## src/rtl/cdiv_pkg.sv

```systemverilog
// Package: shared definitions for the phase-offset divider.
// Holds the delay mapping so that all users compute it the same way.
package cdiv_pkg;

    // Meaning of the phase word's top bit.
    typedef enum logic {
        MAP_DIRECT = 1'b0,
        MAP_FOLD   = 1'b1
    } phase_map_e;

    // Start delay in input cycles for a given offset, mapping and low field.
    function automatic int unsigned calc_start_delay(
        input int unsigned offs,
        input phase_map_e  map,
        input int unsigned low_field
    );
        if (map == MAP_FOLD) begin
            return offs + low_field + 1;
        end
        return offs;
    endfunction

endpackage

```

## src/rtl/cdiv_cfg_latch.sv

```systemverilog
// Module: cdiv_cfg_latch
// Captures the low/high count fields while the block is cleared and holds
// them for the run. Assumes clr is high for at least one edge before a run.
module cdiv_cfg_latch #(
    parameter int FIELD_W = 4
) (
    input  logic               clk,
    input  logic               clr,
    input  logic [FIELD_W-1:0] low_in,
    input  logic [FIELD_W-1:0] high_in,
    output logic [FIELD_W-1:0] low_q,
    output logic [FIELD_W-1:0] high_q
);

    // Sample the fields only while cleared.
    always_ff @(posedge clk) begin
        if (clr) begin
            low_q  <= low_in;
            high_q <= high_in;
        end
    end

endmodule

```

## src/rtl/cdiv_start_delay.sv

```systemverilog
// Module: cdiv_start_delay
// Loads the start delay while cleared and counts it down once released.
// It raises 'active' when the count reaches zero.
// Assumes the phase fields are stable on the last cleared edge.
module cdiv_start_delay #(
    parameter int FIELD_W = 4,
    localparam int CNT_W  = FIELD_W + 2
) (
    input  logic               clk,
    input  logic               clr,
    input  logic [FIELD_W-1:0] offs,
    input  logic               fold,
    input  logic [FIELD_W-1:0] low_field,
    output logic               active
);
    import cdiv_pkg::*;

    logic [CNT_W-1:0] dly_q;
    logic [CNT_W-1:0] dly_load;
    phase_map_e       map_sel;

    // Map the select bit and compute the delay to load.
    always_comb begin
        map_sel  = fold ? MAP_FOLD : MAP_DIRECT;
        dly_load = CNT_W'(calc_start_delay(int'(offs), map_sel, int'(low_field)));
    end

    // Load while cleared, count down to zero afterwards.
    always_ff @(posedge clk) begin
        if (clr) begin
            dly_q <= dly_load;
        end else if (dly_q != '0) begin
            dly_q <= dly_q - CNT_W'(1);
        end
    end

    assign active = (dly_q == '0);

    // the countdown drops by exactly one per cycle until zero.
    p_countdown_r5: assert property (@(posedge clk) disable iff (clr)
        (dly_q != '0) |=> (dly_q == $past(dly_q) - CNT_W'(1)));

endmodule

```

## src/rtl/cdiv_period_gen.sv

```systemverilog
// Module: cdiv_period_gen
// Once active, it steps a phase counter through one output period of
// (low+1)+(high+1) cycles. The output is low for the first low+1 steps and high
// for the rest. Assumes the count fields are held constant while running.
module cdiv_period_gen #(
    parameter int FIELD_W = 4,
    localparam int CNT_W  = FIELD_W + 2
) (
    input  logic               clk,
    input  logic               clr,
    input  logic               active,
    input  logic [FIELD_W-1:0] low_field,
    input  logic [FIELD_W-1:0] high_field,
    output logic               out_q
);

    logic [CNT_W-1:0] ph_q;
    logic [CNT_W-1:0] lo_end;
    logic [CNT_W-1:0] last_ph;

    // Derive the low/high boundary and the last phase of the period.
    always_comb begin
        lo_end  = CNT_W'(low_field) + CNT_W'(1);
        last_ph = CNT_W'(low_field) + CNT_W'(high_field) + CNT_W'(1);
    end

    // Step the phase and register the output level.
    always_ff @(posedge clk) begin
        if (clr) begin
            ph_q  <= '0;
            out_q <= 1'b0;
        end else if (active) begin
            out_q <= (ph_q >= lo_end);
            ph_q  <= (ph_q == last_ph) ? '0 : ph_q + CNT_W'(1);
        end else begin
            out_q <= 1'b0;
        end
    end

    // Observer: length of the current high run, for the pulse-width check.
    logic [CNT_W-1:0] hi_run;
    always_ff @(posedge clk) begin
        if (clr || !out_q) begin
            hi_run <= '0;
        end else begin
            hi_run <= hi_run + CNT_W'(1);
        end
    end

    // the phase counter never leaves the period.
    p_phase_bound_r3: assert property (@(posedge clk) disable iff (clr)
        ph_q <= last_ph);

    // a high pulse that ends without a clear lasts exactly high+1 cycles.
    p_high_len_r8: assert property (@(posedge clk) disable iff (clr)
        ($fell(out_q) && !$past(clr)) |-> (hi_run == CNT_W'(high_field) + CNT_W'(1)));

endmodule

```

## src/rtl/cdiv_phase_divider.sv

```systemverilog
// Module: cdiv_phase_divider (top)
// Clock-enable divider with a programmable low/high time and coarse start
// offset. Reset and sync both clear it.
// Assumes all fields are stable on the last edge at which sync is high.
module cdiv_phase_divider #(
    parameter int FIELD_W = 4
) (
    input  logic               clk,
    input  logic               rst_n,
    input  logic               sync,
    input  logic [FIELD_W-1:0] low_cnt,
    input  logic [FIELD_W-1:0] high_cnt,
    input  logic [FIELD_W-1:0] phase_off,
    input  logic               phase_sel,
    output logic               div_out
);

    logic               clr;
    logic               dly_active;
    logic [FIELD_W-1:0] low_q;
    logic [FIELD_W-1:0] high_q;

    assign clr = !rst_n || sync;

    cdiv_cfg_latch #(.FIELD_W(FIELD_W)) u_cfg (
        .clk     (clk),
        .clr     (clr),
        .low_in  (low_cnt),
        .high_in (high_cnt),
        .low_q   (low_q),
        .high_q  (high_q)
    );

    cdiv_start_delay #(.FIELD_W(FIELD_W)) u_dly (
        .clk       (clk),
        .clr       (clr),
        .offs      (phase_off),
        .fold      (phase_sel),
        .low_field (low_cnt),
        .active    (dly_active)
    );

    cdiv_period_gen #(.FIELD_W(FIELD_W)) u_per (
        .clk        (clk),
        .clr        (clr),
        .active     (dly_active),
        .low_field  (low_q),
        .high_field (high_q),
        .out_q      (div_out)
    );

    // a sync edge always leaves the output low.
    p_sync_low_r1: assert property (@(posedge clk) disable iff (!rst_n)
        sync |=> !div_out);

    // no output while the start countdown is still running.
    p_delay_quiet_r4: assert property (@(posedge clk) disable iff (!rst_n)
        (!dly_active && !sync) |=> !div_out);

endmodule

```

## config.mk

```make
export PLATFORM = sky130hd
export DESIGN_NAME = cdiv_phase_divider
export DESIGN_NICKNAME = d
export VERILOG_FILES = /design/src/rtl/cdiv_pkg.sv /design/src/rtl/cdiv_cfg_latch.sv /design/src/rtl/cdiv_start_delay.sv /design/src/rtl/cdiv_period_gen.sv /design/src/rtl/cdiv_phase_divider.sv
export SDC_FILE = /design/constraint.sdc
export NUM_CORES = 1
export LEC_CHECK = 0
export BUFFER_PORTS_ARGS = -buffer_cell sky130_fd_sc_hd__buf_2
export CAP_MARGIN = 20
export CORE_UTILIZATION = 52
export CTS_CLUSTER_DIAMETER = 50
export DETAILED_ROUTE_END_ITERATION = 6
export PLACE_DENSITY = 0.71
export SLEW_MARGIN = 20
export SYNTH_ARGS = -nofsm -noshare
export SYNTH_HDL_FRONTEND = slang
export SYNTH_SLANG_ARGS = --single-unit
```

## constraint.sdc

```tcl
create_clock -name clk -period 2.24 [get_ports clk]
set_input_delay 0 -clock clk [delete_from_list [all_inputs] [get_ports clk]]
set_output_delay 0 -clock clk [all_outputs]
set_load 0.01 [all_outputs]
```

Word level (Yosys, flattened, before mapping)
Index checks and enable logic that the tools add are counted.
Widths: inputs -> output; s select.
{"block": "op_classes", "order_cmp": 1, "shift": 0, "reduce_logical": 6, "n_addsub": 7, "mul": 0, "div": 0, "bitwise": 1, "muxes": 7, "eq_ne": 1}
{"op": "$mux 6", "n": 5}
{"op": "$add 6x1->6 const B", "n": 2}
{"op": "$add 4x4->5", "n": 2}
{"op": "$add 5x1->6 const B", "n": 1}
{"op": "$eq 6x6->1", "n": 1}
{"op": "$ge 6x6->1", "n": 1}
{"op": "$logic_not 6->1", "n": 1}
{"op": "$reduce_bool 6->1", "n": 1}
{"op": "$sub 6x1->6 const B", "n": 1}
{"op": "$add 4x1->5 const B", "n": 1}
{"op": "$mux 1", "n": 2}
{"op": "$reduce_bool 2->1", "n": 1}
{"op": "$reduce_or 2->1", "n": 1}
{"op": "$logic_not 1->1", "n": 1}
{"op": "$logic_or 1x1->1", "n": 1}
{"op": "$not 1->1", "n": 1}
{"block": "word_totals", "in_bits": 16, "ram_bits": 0, "output_inout_bits": 1, "regBits": 21, "latchBits": 0, "romBits": 0, "memories": 0}

Longest topological paths before layout
Gate-level depths: netlist of the first run.
{"block": "depth", "depth_word": 5, "mapped_depth": 11, "ltp_nobuf": 11}

Cells and area by module
Synthesis of the first run repeated with hierarchy kept, for this count alone.
{"block": "hier_totals", "hier_cells": 147, "hier_area_um2": 1535.2}
{"module": "cdiv_period_gen", "cells_per_inst": 83, "area_per_inst_um2": 744.5, "n_inst": 1}
{"module": "cdiv_start_delay", "cells_per_inst": 55, "area_per_inst_um2": 544.3, "n_inst": 1}
{"module": "cdiv_cfg_latch", "cells_per_inst": 8, "area_per_inst_um2": 240.2, "n_inst": 1}
{"module": "cdiv_phase_divider", "cells_per_inst": 1, "area_per_inst_um2": 6.3, "n_inst": 1}

Worst setup path after synthesis of the first run
Ideal clock, no wire load.
{"block": "synth_path", "path_type": "register to register", "startpoint": "reg u_cfg.low_q[0]", "endpoint": "reg u_per.ph_q[0]", "required_ps": 2106, "path_buffers": 0, "setup_ps": 134, "path_slack_ps": -192, "arrival_time_ps": 2298, "stages_incl_launch_ff": 11, "cell_sequence": "edfxtp_1 ha_1 inv_1 fa_1 inv_1 ha_1 xor2_1 nor4_1 o21ai_0 a2111oi_4 nor3_1"}
{"block": "synth_via", "elab_chain_cells": 4}
{"item": "start: declaration", "line_no": "cdiv_cfg_latch.sv:11", "text": "output logic [FIELD_W-1:0] low_q,"}
{"item": "start signal: assignment", "line_no": "cdiv_cfg_latch.sv:18", "text": "low_q <= low_in;"}
{"item": "$add 4x4->5", "line_no": "cdiv_period_gen.sv:24", "text": "last_ph = CNT_W'(low_field) + CNT_W'(high_field) + CNT_W'(1);"}
{"item": "$add 6x1->6", "line_no": "cdiv_period_gen.sv:24"}
{"item": "$eq 6x6->1", "line_no": "cdiv_period_gen.sv:34", "text": "ph_q <= (ph_q == last_ph) ? '0 : ph_q + CNT_W'(1);"}
{"item": "$mux 6", "line_no": "cdiv_period_gen.sv:34"}
{"item": "end signal: assignment", "line_no": "cdiv_period_gen.sv:34"}
{"item": "end: declaration", "line_no": "cdiv_period_gen.sv:17", "text": "logic [CNT_W-1:0] ph_q;"}
Every way passes these cells.
A chain may end at the register's enable or synchronous reset.

Worst setup path in the final report of the first run
{"block": "layout_path", "startpoint": "reg u_cfg.low_q[0]", "endpoint": "reg u_per.ph_q[4]"}
The elaborated chain is that of the path after synthesis.

==> run_results.csv, run 1 <==
group,metric,value,unit
global_route,antenna_found_initial,0,
drt,drc_errors,0,
critical_path,crit_fanout,6,
placement,dpl.hpwl,2210,µm
timing,max_slew_margin,0.536,
timing,finalSetupViolCount,6,
clock_tree,cts_tree,"yes",
clock_tree,cts_root_buf,"clkbuf_4",
floorplan,die_w,55.4,µm
global_route,overflow,0,
drt,first_iter_violations,33,
floorplan,io_pins,17,
timing,fin_crit_sh,1.16,
global_route,grt_pass1_wl,5090,µm
synth,postSynthCellCount,146,
drt,drt_wl_total,2930,µm
timing,rsz0062_at_grt,"yes",
critical_path,end_kind,"flop",
timing,fmax,0.384,GHz
outcome,outcome,"complete, but fails checks",
drt,vias_per_cell,5.30,
clock_tree,ctsLongestPathBuffers,2,
synth,yosys-top-cells-area,"edfxtp_1, ha_1, dfxtp_1, xnor2_1, xor2_1",
timing,skew,2.14,ps
global_route,grt.total_usage,0.214,
clock_tree,clock_sinks,21,
synth,synth.distinct_cells,33,
cells_and_area,stdcell_area,1780,µm²
synth,syn_avg_cell_area,10.2,µm²
floorplan,die-height,55.4,µm
critical_path,worstPathArrival,2830,ps
synth,synthFlopType,"edfxtp_1",
power_and_ir_drop,cellPowerDensity,577,nW/µm²
synth,synth_warnings,0,
synth,synthArstFlopShare,0,
clock_tree,numCtsBuffers,3,
synth,synth-edff-count,14,
cells_and_area,drive_gt1_frac,0.199,
drt,num_vias,1124,
clock_tree,clk_latency,300,ps
timing,finalHoldViolations,0,
outcome,violations,"setup timing",
synth,synth_largest_area_cell,"edfxtp_1",
placement,dp_slack,-430,ps
synth,syn_nets,181,
placement,place_congestion,0.797,
floorplan,die_area,3070,µm²
floorplan,start_util,0.543,
placement,placed_cell_area,1630,µm²
clock_tree,htreeDepth,1,
worst_hold_path,min_path_type,"input port to flop",
synth,synth_area,1490,µm²
timing,fin_ws,-365,ps
placement,placed_cells,195,
run,maxCapViolCount,0,
power_and_ir_drop,p_leak,0.782,nW
synth,synth_top_area_frac,0.283,
critical_path,required,2470,ps
floorplan,core_area,2730,µm²
power_and_ir_drop,peakVddDrop,553,µV
placement,port-buffer-count,16,
cells_and_area,stdcell_count,212,
cells_and_area,fillers,226,
timing,period_minus_slack,2600,ps
global_route,grt_max_degree,22,
drt,first_pass_iters,4,
global_route,grt_pass1_vias,1180,
synth,yosysSeqAreaShare,0.377,
cells_and_area,area_growth,20.0,%
floorplan,row_count,19,
power_and_ir_drop,power,1.03,mW
critical_path,reg2reg_slack,-360,ps
cells_and_area,nets,217,
synth,ys_ff_latch,21,
clock_tree,path_clk_slew,120,ps
critical_path,cp-start-kind,"flop",
drt,detail_route.wl_per_cell,13.8,µm
drt,postRouteAntennaNets,0,
timing,worstMarginPinSlew,695,ps
timing,final_max_slew_viol_count,0,
critical_path,crit_type,"flop to flop",
cells_and_area,insertedDiodeCount,0,
[placed cells by master (no fill, tap or decap), types with 2 or more instances in the layout]
cell and count:
buf_4 10, fa_1 2, clkbuf_4 3, buf_2 16
a21oi_1 7, nor3_1 8, edfxtp_1 14, a21o_1 4
nor2_1 8, inv_1 13, nand2_1 8, dlygate4sd3_1 8
nand2b_1 3, dfxtp_1 7, inv_2 2, nor2b_1 3
xnor2_1 10, o21ai_0 4, mux2i_1 4, nand3_1 4
xor2_1 10, ha_1 15
[through the flow]
step / utilization / hold WS [ps] / setup TNS, ps
2_1_floorplan: - / 98.9 / -932
3_3_place_gp: 0.595 / 178 / -1530
3_5_place_dp: 0.595 / 178 / -2500
4_1_cts: 0.646 / 50.0 / -2060
5_1_grt: 0.652 / 50.1 / -3270
6_report: 0.652 / 43.0 / -2080
[area by class of cell]
class | count | area (µm²) | area share
inverter | 15 | 56.3 | 0.0316
timing repair buffer | 34 | 235 | 0.132
multi-input combinational | 107 | 865 | 0.485
tap | 31 | 38.8 | 0.0218
sequential | 21 | 561 | 0.315
clock buffer | 4 | 26.3 | 0.0147
[synthesized netlist by cell type, drive strengths merged, types with 4 or more instances]
cell type  number
a21o            4
a21oi           7
dfxtp           7
edfxtp         14
ha             17
inv            15
mux2i           4
nand2           8
nand3           4
nor2            8
nor3            8
o21ai           5
xnor2          10
xor2           11
[flip-flops by register name (all words and copies together), names as in the netlist]
signal,count
u_cfg.high_q,4
u_cfg.low_q,4
u_dly.dly_q,6
u_per.out_q,1
u_per.ph_q,6
[final timing paths]
check	start	to	cells past startpoint
worst max-delay path	u_cfg.low_q[0]$_DFFE_PN_	u_per.ph_q[4]$_SDFFE_PN0N_	11
worst min-delay path	phase_off[2]	u_dly.dly_q[2]$_DFFE_PP_	3
worst max register to register	u_cfg.low_q[0]$_DFFE_PN_	u_per.ph_q[4]$_SDFFE_PN0N_	11
worst min register to register	u_per.ph_q[5]$_SDFFE_PN0N_	u_per.ph_q[5]$_SDFFE_PN0N_	2
[what timing repair did]
action,CTS,global route
hold endpoints to repair,8,0
pin swaps,1,0
buffers inserted,3,2
setup endpoints to repair,6,6
hold buffers,8,0
gates resized for setup,2,0
[report_power, final]
group / internal [mW] / total, mW / switching, mW / leakage [nW]
clock: 0.0694 / 0.190 / 0.120 / 0.0150
combinational: 0.185 / 0.363 / 0.178 / 0.562
sequential: 0.450 / 0.474 / 0.0241 / 0.204
[layer usage]
metal / vias to the layer above / global-route usage / part of all wire
met5: - / 0 / 0
met4: 0 / 0.0679 / 0.011
met3: 4 / 0.0468 / 0.031
met2: 24 / 0.394 / 0.50
met1: 518 / 0.244 / 0.45
li1: 578 / - / -
[kinds of logic after synthesis]
| group | count (synthesis) | share of synthesized area |
|---|---|---|
| fa+ha+maj | 19 | 0.170 |
| buf+inv | 18 | 0.0505 |
| mux | 4 | 0.0270 |
| xor+xnor | 21 | 0.129 |
| flops | 21 | 0.377 |
| simple gates | 40 | 0.136 |
| compound gates | 23 | 0.110 |
[critical path, stage by stage, from the launching register on]
cell	delay (ps)
edfxtp_1	410
ha_2	200
inv_2	40
fa_1	420
xor2_2	210
a2111oi_0	390
buf_4	190
nand2_1	50
mux2i_1	230
a2111oi_4	50
buf_4	180
nor3_1	170
Note: power is estimated with default switching activity, not from simulation.
==> inputs of run 2 (changes only) <==
--- a/config.mk
+++ b/config.mk
@@ -5,12 +5,13 @@
 export SDC_FILE = /design/constraint.sdc
 export NUM_CORES = 1
 export LEC_CHECK = 0
-export BUFFER_PORTS_ARGS = -buffer_cell sky130_fd_sc_hd__buf_2
+export BUFFER_PORTS_ARGS = -buffer_cell sky130_fd_sc_hd__buf_4
 export CAP_MARGIN = 20
 export CORE_UTILIZATION = 52
 export CTS_CLUSTER_DIAMETER = 50
 export DETAILED_ROUTE_END_ITERATION = 6
 export PLACE_DENSITY = 0.71
+export SETUP_SLACK_MARGIN = 0.4
 export SLEW_MARGIN = 20
 export SYNTH_ARGS = -nofsm -noshare
 export SYNTH_HDL_FRONTEND = slang
==> run_results.csv, run 2 (synthesis gave the netlist of run 1 again) <==
group,metric,value,unit
outcome,outcome,"complete, but fails checks",
outcome,violations,"setup timing",
clock_tree,numCtsBuffers,3,
timing,period_minus_slack,2610,ps
global_route,grt_pass1_wl,4910,µm
critical_path,cp_cell_sequence,"ha_2 > inv_2 > fa_1 > inv_2 > ha_4 > xor2_2 > nor4_2 > o21ai_1 > a2111oi_4 > buf_4 > nor3_1",
drt,drc_errors,0,
power_and_ir_drop,p_int,0.725,mW
drt,drt_wl_total,2930,µm
critical_path,crit_type,"flop to flop",
drt,vias_per_cell,5.37,
floorplan,die_w,55.4,µm
run,maxCapViolCount,0,
power_and_ir_drop,p_leak,0.792,nW
power_and_ir_drop,p_comb_frac,0.385,
clock_tree,clk_latency,300,ps
clock_tree,path_clk_slew,110,ps
critical_path,worstPathArrival,2770,ps
timing,fin_ws,-366,ps
placement,dpl.hpwl,2160,µm
clock_tree,htreeDepth,1,
power_and_ir_drop,power,1.06,mW
timing,rsz0062_at_grt,"yes",
timing,skew,1.11,ps
cells_and_area,nets,215,
cells_and_area,area_growth,25.6,%
global_route,grt_pass1_vias,1178,
power_and_ir_drop,cellPowerDensity,570,nW/µm²
critical_path,worst-path-buf-inv,3,
placement,place_congestion,0.772,
cells_and_area,insertedDiodeCount,0,
timing,final_max_slew_viol_count,0,
global_route,grt.total_usage,0.203,
drt,num_vias,1127,
timing,max_slew_margin,0.561,
timing,finalSetupViolCount,6,
power_and_ir_drop,pwr-share-clk,0.171,
power_and_ir_drop,switching_share,0.318,
timing,finalHoldViolations,0,
cells_and_area,fillers,215,
cells_and_area,final_cell_mix,"buf_4, ha_1, edfxtp_1",
drt,first_iter_violations,23,
critical_path,crit_fanout,6,
global_route,grt_max_degree,22,
critical_path,crit_path_top_delay_cell,"edfxtp_1",
placement,port-buffer-count,16,
global_route,overflow,0,
critical_path,crit_top_cell,"inv_2",
worst_hold_path,min_path_type,"input port to flop",
floorplan,start_util,0.543,
cells_and_area,final_common_cell,"buf_4",
clock_tree,cts_root_buf,"clkbuf_4",
global_route,antenna_found_initial,0,
drt,postRouteAntennaNets,0,
floorplan,row_count,19,
power_and_ir_drop,peakVddDrop,424,µV
cells_and_area,top_regs,"u_dly.dly_q: 6 flops, u_per.ph_q: 6 flops",
timing,worstMarginPinSlew,657,ps
drt,detail_route.wl_per_cell,13.9,µm
floorplan,core_area,2730,µm²
floorplan,die_area,3070,µm²
timing,fmax,0.384,GHz
clock_tree,ctsLongestPathBuffers,2,
drt,first_pass_iters,4,
cells_and_area,drive_gt1_frac,0.240,
critical_path,required,2410,ps
timing,fin_crit_sh,1.16,
clock_tree,clock_sinks,21,
critical_path,slowest_delay,430,ps
floorplan,io_pins,17,
critical_path,end_kind,"flop",
floorplan,die-height,55.4,µm
critical_path,cp-start-kind,"flop",
power_and_ir_drop,p_sw,0.339,mW
cells_and_area,final_util,0.682,
critical_path,cpLargestDelayFamily,"adder cells",
clock_tree,cts_tree,"yes",
power_and_ir_drop,p_seq_frac,0.444,
[run 2: changes by cell type in the layout (fill, tap and decap cells not counted), sizes merged]
| cell | before | now |
|---|---|---|
| buf | 26 | 24 |
[run 2: per-layer routing]
metal	GRT usage	wire length [µm]	up-vias
li1	-	-	571
met1	0.234	1220	530
met2	0.380	1590	20
met3	0.0304	61	6
met4	0.0679	48	0
met5	0	0	-
[run 2: final timing paths]
path / startpoint / depth (start not counted) / slack [ps] / to
worst max register to register: u_cfg.low_q[0]$_DFFE_PN_ / 11 / -370 / u_per.ph_q[4]$_SDFFE_PN0N_
worst max-delay path: u_cfg.low_q[0]$_DFFE_PN_ / 11 / -370 / u_per.ph_q[4]$_SDFFE_PN0N_
worst min-delay path: phase_off[2] / 3 / 50 / u_dly.dly_q[2]$_DFFE_PP_
worst min register to register: u_per.ph_q[5]$_SDFFE_PN0N_ / 2 / 570 / u_per.ph_q[5]$_SDFFE_PN0N_
[run 2: power by group through the flow]
| stage | Clock, mW | Sequential (mW) | Combinational (mW) |
|---|---|---|---|
| after CTS | 0.185 | 0.473 | 0.357 |
| after global placement | 0 | 0.480 | 0.324 |
| after floorplan | 0 | 0.478 | 0.246 |
| after detailed placement | 0 | 0.482 | 0.334 |
| final | 0.182 | 0.472 | 0.409 |
| after global routing | 0.201 | 0.476 | 0.454 |
[run 2: per-stage QoR]
step	setup slack, ps	hold WS, ps	area [µm²]	std cells	setup TNS (ps)
after global routing	-480	44.5	1870	210	-2840
after floorplan	-158	98.9	1490	146	-932
after CTS	-287	48.0	1800	209	-1710
after global placement	-201	178	1670	196	-1180
final	-366	46.0	1870	210	-2160
after detailed placement	-297	179	1670	196	-1730
[run 2: what timing repair did]
action,in CTS,in global routing
resized for setup,4,11
pin swaps,0,2
hold buffers,8,0
endpoints found under the setup margin,7,7
cloned,0,0
setup buffers,1,1
hold endpoints to repair,8,0
[run 2: worst min-delay path: stages]
cell	delay [ps]
buf_4	90
o211ai_1	80
o21ai_0	70
[run 2: final cells by class]
| type | count | area (µm²) | area share |
|---|---|---|---|
| inverter | 15 | 56.3 | 0.0302 |
| multi-input combinational | 107 | 920 | 0.493 |
| clock buffer | 4 | 26.3 | 0.0141 |
| sequential | 21 | 561 | 0.300 |
| tap | 31 | 38.8 | 0.0208 |
| timing repair buffer | 32 | 264 | 0.142 |
